**src/rtl/rev_mult_pkg.sv**
```systemverilog
package rev_mult_pkg;

  // Peres mapping, packed as {r, q, p}
  function automatic logic [2:0] peres_map(input logic x, input logic y, input logic z);
    return {(x & y) ^ z, x ^ y, x};
  endfunction

  // Two cascaded Peres mappings, packed as {carry, sum, q, p}
  function automatic logic [3:0] pfa_map(input logic x, input logic y, input logic z,
                                         input logic w);
    logic [2:0] s1;
    logic [2:0] s2;
    s1 = peres_map(x, y, w);
    s2 = peres_map(s1[1], z, s1[2]);
    return {s2[2], s2[1], s2[0], s1[0]};
  endfunction

  function automatic int unsigned fa_count(input int unsigned n);
    return n * (n - 2);
  endfunction

  function automatic int unsigned ha_count(input int unsigned n);
    return n;
  endfunction

  function automatic int unsigned garbage_width(input int unsigned n);
    return n * n + n + ha_count(n) + 2 * fa_count(n);
  endfunction

  function automatic int unsigned ancilla_count(input int unsigned n);
    return n * n + ha_count(n) + fa_count(n);
  endfunction

endpackage

```
**src/rtl/rv_peres.sv**
```systemverilog
module rv_peres
  import rev_mult_pkg::*;
(
  input  logic x,
  input  logic y,
  input  logic z,
  output logic p,
  output logic q,
  output logic r
);

  assign {r, q, p} = peres_map(x, y, z);

endmodule

```
**src/rtl/rv_peres_fa.sv**
```systemverilog
module rv_peres_fa (
  input  logic x,
  input  logic y,
  input  logic z,
  input  logic w,
  output logic p,
  output logic q,
  output logic s,
  output logic co
);

  logic mid_q;
  logic mid_r;

  // first stage: x passes, x^y, (x&y)^w
  rv_peres u_first (
    .x(x), .y(y), .z(w),
    .p(p), .q(mid_q), .r(mid_r)
  );

  // second stage folds z into the xor line and the carry line
  rv_peres u_second (
    .x(mid_q), .y(z), .z(mid_r),
    .p(q), .q(s), .r(co)
  );

endmodule

```
**src/rtl/rv_ppgen.sv**
```systemverilog
module rv_ppgen #(
  parameter int unsigned N = 4
) (
  input  logic [N-1:0]   a,
  input  logic [N-1:0]   b,
  output logic [N*N-1:0] pp,
  output logic [N-1:0]   gb_pass,
  output logic [N*N-1:0] gb_xor
);

  // row line: b[i] enters at column 0 and leaves on the last pass output
  logic [N-1:0][N:0] row_line;

  for (genvar i = 0; i < N; i++) begin : g_row
    assign row_line[i][0] = b[i];
    assign gb_pass[i]     = row_line[i][N];
    for (genvar j = 0; j < N; j++) begin : g_col
      rv_peres u_cell (
        .x(row_line[i][j]),
        .y(a[j]),
        .z(1'b0),
        .p(row_line[i][j+1]),
        .q(gb_xor[i*N+j]),
        .r(pp[i*N+j])
      );
    end
  end

endmodule

```
**src/rtl/rv_csa_array.sv**
```systemverilog
module rv_csa_array
  import rev_mult_pkg::*;
#(
  parameter int unsigned N = 4
) (
  input  logic [N*N-1:0]               pp,
  output logic [2*N-1:0]               prod,
  output logic [ha_count(N)-1:0]       gb_ha,
  output logic [2*fa_count(N)-1:0]     gb_fa
);

  localparam int unsigned ROW_FA = (N - 2) * (N - 1);

  // carry-save rows 1..N-1: sum vector (N bits) and carry vector (N-1 bits)
  logic [N-1:1][N-1:0] sum_row;
  logic [N-1:1][N-2:0] car_row;
  logic [N-2:0]        rip_c;

  assign prod[0] = pp[0];

  // row 1: half adders merge row 0 (shifted down one place) with row 1
  for (genvar j = 0; j < N - 1; j++) begin : g_row1
    rv_peres u_ha (
      .x(pp[j+1]),
      .y(pp[N+j]),
      .z(1'b0),
      .p(gb_ha[j]),
      .q(sum_row[1][j]),
      .r(car_row[1][j])
    );
  end
  assign sum_row[1][N-1] = pp[N+N-1];
  assign prod[1]         = sum_row[1][0];

  // rows 2..N-1: full adders fold in the next partial-product row
  for (genvar i = 2; i < N; i++) begin : g_rows
    for (genvar j = 0; j < N - 1; j++) begin : g_fa
      localparam int unsigned K = (i - 2) * (N - 1) + j;
      rv_peres_fa u_fa (
        .x(pp[i*N+j]),
        .y(sum_row[i-1][j+1]),
        .z(car_row[i-1][j]),
        .w(1'b0),
        .p(gb_fa[2*K]),
        .q(gb_fa[2*K+1]),
        .s(sum_row[i][j]),
        .co(car_row[i][j])
      );
    end
    assign sum_row[i][N-1] = pp[i*N+N-1];
    assign prod[i]         = sum_row[i][0];
  end

  // carry-propagate row
  rv_peres u_rip_ha (
    .x(sum_row[N-1][1]),
    .y(car_row[N-1][0]),
    .z(1'b0),
    .p(gb_ha[N-1]),
    .q(prod[N]),
    .r(rip_c[0])
  );

  for (genvar j = 1; j < N - 1; j++) begin : g_rip
    localparam int unsigned K = ROW_FA + j - 1;
    rv_peres_fa u_fa (
      .x(sum_row[N-1][j+1]),
      .y(car_row[N-1][j]),
      .z(rip_c[j-1]),
      .w(1'b0),
      .p(gb_fa[2*K]),
      .q(gb_fa[2*K+1]),
      .s(prod[N+j]),
      .co(rip_c[j])
    );
  end

  assign prod[2*N-1] = rip_c[N-2];

endmodule

```
**src/rtl/rev_array_mult.sv**
```systemverilog
module rev_array_mult
  import rev_mult_pkg::*;
#(
  parameter int unsigned OPW = 4
) (
  input  logic [OPW-1:0]                  opa,
  input  logic [OPW-1:0]                  opb,
  output logic [2*OPW-1:0]                prod,
  output logic [garbage_width(OPW)-1:0]   garbage
);

  localparam int unsigned NPP = OPW * OPW;
  localparam int unsigned NHA = ha_count(OPW);
  localparam int unsigned NFA = fa_count(OPW);

  // named stage boundaries, brought out for the checker
  logic [NPP-1:0]   pp_terms;
  logic [OPW-1:0]   gb_pass;
  logic [NPP-1:0]   gb_xor;
  logic [NHA-1:0]   gb_ha;
  logic [2*NFA-1:0] gb_fa;

  rv_ppgen #(.N(OPW)) u_pp (
    .a(opa),
    .b(opb),
    .pp(pp_terms),
    .gb_pass(gb_pass),
    .gb_xor(gb_xor)
  );

  rv_csa_array #(.N(OPW)) u_add (
    .pp(pp_terms),
    .prod(prod),
    .gb_ha(gb_ha),
    .gb_fa(gb_fa)
  );

  assign garbage = {gb_fa, gb_ha, gb_xor, gb_pass};

endmodule

```
**config.mk**
```make
export PLATFORM = sky130hd
export DESIGN_NAME = rev_array_mult
export DESIGN_NICKNAME = d
export VERILOG_FILES = /design/src/rtl/rev_mult_pkg.sv /design/src/rtl/rv_peres.sv /design/src/rtl/rv_peres_fa.sv /design/src/rtl/rv_ppgen.sv /design/src/rtl/rv_csa_array.sv /design/src/rtl/rev_array_mult.sv
export SDC_FILE = /design/constraint.sdc
export NUM_CORES = 1
export LEC_CHECK = 0
export BUFFER_PORTS_ARGS = -buffer_cell sky130_fd_sc_hd__buf_2
export CORE_UTILIZATION = 50
export DETAILED_ROUTE_END_ITERATION = 10
export PLACE_DENSITY_LB_ADDON = 0.1
export REMOVE_ABC_BUFFERS = 1
export SYNTH_ARGS = -nofsm -noshare
export SYNTH_HDL_FRONTEND = slang
export SYNTH_SLANG_ARGS = --single-unit
```
**constraint.sdc**
```tcl
create_clock -name vclk -period 8.2
set_input_delay 0.82 -clock vclk [all_inputs]
set_output_delay 0.82 -clock vclk [all_outputs]
set_load 0.01 [all_outputs]
```
==> metrics.txt <==
# TYPE chip_impl_metric gauge
chip_impl_metric{name="dp_hpwl",unit="mm"} 1.21
chip_impl_metric{name="drt-initial-drc-count",unit=""} 0
chip_impl_metric{name="insertedDiodeCount",unit=""} 0
chip_impl_metric{name="dieWidth",unit="um"} 45.8
chip_impl_info{name="worstSetupStartpointType",value="input port"} 1
chip_impl_metric{name="vias",unit=""} 562
chip_impl_info{name="leading_cell_types_by_total_area_after_synthesis",value="sky130_fd_sc_hd__buf_4 (38%), sky130_fd_sc_hd__ha_1 (36%), sky130_fd_sc_hd__fa_1 (17%), sky130_fd_sc_hd__inv_1 (9.4%)"} 1
chip_impl_metric{name="clkbuf_count",unit=""} 0
chip_impl_info{name="min_to",value="garbage[3]"} 1
chip_impl_metric{name="seq_cells",unit=""} 0
chip_impl_metric{name="worst_ep_required_time",unit="ns"} 7.38
chip_impl_metric{name="path_max_fanout",unit=""} 4
chip_impl_metric{name="final_core_utilization",unit="%"} 51.7
chip_impl_metric{name="layout-area-overhead-vs-synth",unit="%"} -5.08
chip_impl_metric{name="finish.net_count",unit=""} 162
chip_impl_metric{name="initial_utilization",unit="%"} 54.5
chip_impl_info{name="status",value="finished clean"} 1
chip_impl_metric{name="report.final.slew_viol_count",unit=""} 0
chip_impl_metric{name="route.final.wire_length",unit="mm"} 1.26
chip_impl_metric{name="first_pass_iters",unit=""} 1
chip_impl_metric{name="critical-path-max-stage-delay",unit="ns"} 0.52
chip_impl_metric{name="postCtsSetupBuffers",unit=""} 0
chip_impl_metric{name="power_density",unit="nW/um2"} 79.1
chip_impl_metric{name="maxCapViolCount",unit=""} 0
chip_impl_metric{name="global_route.usage.total",unit="%"} 11.7
chip_impl_metric{name="post_synth_instance_area",unit="um2"} 961
chip_impl_metric{name="synth.distinct_cells",unit=""} 4
chip_impl_metric{name="p_leak",unit="nW"} 0.625
chip_impl_metric{name="synth.avg_cell_area",unit="um2"} 8.90
chip_impl_metric{name="global_route_wire_length_before_repair",unit="mm"} 1.93
chip_impl_metric{name="yosysTopAreaCellShare",unit="%"} 37.5
chip_impl_metric{name="boundaryPins",unit=""} 56
chip_impl_info{name="critical-path-slowest-cell",value="sky130_fd_sc_hd__fa_1"} 1
chip_impl_info{name="setup.worst_path.end_class",value="primary output"} 1
chip_impl_metric{name="post_drt_via_cell_ratio",unit=""} 3.99
chip_impl_info{name="hold_path_startpoint",value="opb[3]"} 1
chip_impl_metric{name="hold_violations",unit=""} 0
chip_impl_info{name="min_path_type",value="in -> out"} 1
chip_impl_info{name="synth.most_common_cell",value="sky130_fd_sc_hd__buf_4"} 1
chip_impl_metric{name="period_minus_slack",unit="ns"} 4.58
chip_impl_info{name="path_cells",value="buf_2 -> ha_1 -> ha_1 -> inv_1 -> fa_1 -> fa_1 -> inv_1 -> ha_1 -> inv_1 -> fa_1 -> inv_1 -> fa_1 -> buf_2"} 1
chip_impl_metric{name="worst_hold_path.num_cells",unit=""} 2
chip_impl_info{name="post-synth-top-area-cell",value="sky130_fd_sc_hd__buf_4"} 1
chip_impl_metric{name="rows",unit=""} 15
chip_impl_metric{name="post-route-period-util",unit="%"} 55.8
chip_impl_metric{name="timing.slew.headroom",unit="%"} 91.5
chip_impl_metric{name="timing_worst_slew_pin_value",unit="ns"} 0.128
chip_impl_metric{name="coreArea",unit="um2"} 1760
chip_impl_metric{name="ctsHoldBuffers",unit=""} 0
chip_impl_metric{name="drc",unit=""} 0
chip_impl_metric{name="final_layout_size_suffix_gt1_share",unit="%"} 48.3
chip_impl_metric{name="yosys_warnings",unit=""} 0
chip_impl_metric{name="routed_wirelength_normalized_by_instance_count",unit="um"} 8.91
chip_impl_metric{name="worst_ep_arrival_time",unit="ns"} 3.76
chip_impl_metric{name="first_global_vias",unit=""} 456
chip_impl_metric{name="io_buffers",unit=""} 56
chip_impl_info{name="grt_setup_unrepaired",value="false"} 1
chip_impl_metric{name="cts_resized",unit=""} 0
chip_impl_metric{name="final.setup.tns",unit="ns"} 0
chip_impl_metric{name="globalRouteOverflowTotal",unit=""} 0
chip_impl_metric{name="netlist_instances",unit=""} 108
chip_impl_metric{name="final_count_of_negative_setup_slack_endpoints",unit=""} 0
chip_impl_metric{name="antenna_violating_nets_left",unit=""} 0
chip_impl_metric{name="die_span_in_y",unit="um"} 45.8
chip_impl_metric{name="max-vdd-ir-drop",unit="V"} 0.0000338
chip_impl_info{name="path_class",value="in -> out"} 1
chip_impl_metric{name="upper_clock_frequency_limit",unit="MHz"} 218
chip_impl_metric{name="grt_start_max_net_pins",unit=""} 6
chip_impl_metric{name="regArea",unit="um2"} 0
chip_impl_metric{name="gp_congestion",unit=""} 0.648
chip_impl_info{name="ranking_of_synthesized_cells_by_instance_count",value="sky130_fd_sc_hd__buf_4 (48), sky130_fd_sc_hd__ha_1 (28), sky130_fd_sc_hd__inv_1 (24)"} 1
chip_impl_metric{name="antenna_violations_before_repair",unit=""} 0
chip_impl_metric{name="synth.yosys.seq_area_share",unit="%"} 0
chip_impl_metric{name="floorplan.die_area",unit="um2"} 2100
chip_impl_metric{name="worst-path-buf-inv",unit=""} 6
chip_impl_info{name="worst_path_dominant_cell_family",value="adder cells"} 1
==> cell usage in the layout (no fill, tap or decap), drive strengths merged <==
cell,instances
buf,56
inv,24
ha,28
fa,8
==> cells by family (layout without fill, tap and decap cells) <==
kind of cell | count (synthesis) | count (layout) | synth area share, %
buf+inv | 72 | 80 | 46.9
fa+ha+maj | 36 | 36 | 53.1
==> through the flow <==
stage               setup slack [ns]  cell area (um2)  hold slack [ns]  instances  power [mW]
finish                          3.62              912             1.91        141      0.0721
global route                    3.46              912             1.92        141      0.0829
CTS                             3.58              912             1.90        141      0.0741
detailed placement              3.58              912             1.90        141      0.0736
global placement                3.64              912             1.90        141      0.0734
floorplan                       3.90              601             1.64         60      0.0462
==> final cells by class <==
class / count / area [um2]
well taps: 25 / 31.3
multi-input cells: 36 / 510
fillers: 187 / 852
repair buffers: 56 / 280
inverters: 24 / 90.1
==> power by group <==
| group | switching [mW] | total, mW | internal [mW] |
|---|---|---|---|
| Sequential | 0 | 0 | 0 |
| Clock | 0 | 0 | 0 |
| Combinational | 0.0411 | 0.0721 | 0.0310 |
| Total | 0.0411 | 0.0721 | 0.0310 |
==> layer usage <==
layer / vias up / GRT usage, % / routed length (um)
li1: 289 / - / -
met1: 249 / 17.3 / 550
met2: 24 / 20.0 / 638
met3: 0 / 0 / 67
met4: 0 / 0 / 0
met5: - / 0 / 0
==> how the worst max path moves through the flow <==
stage	startpoint	end	slack (ns)	cells after the start
global placement	opa[3]	prod[6]	3.64	13
detailed placement	opa[3]	prod[6]	3.58	13
finish	opa[3]	prod[6]	3.62	13
CTS	opa[3]	prod[6]	3.58	13
global route	opa[3]	prod[6]	3.46	13
floorplan	opa[3]	prod[6]	3.90	11
Power figures use the tool's default switching activity.
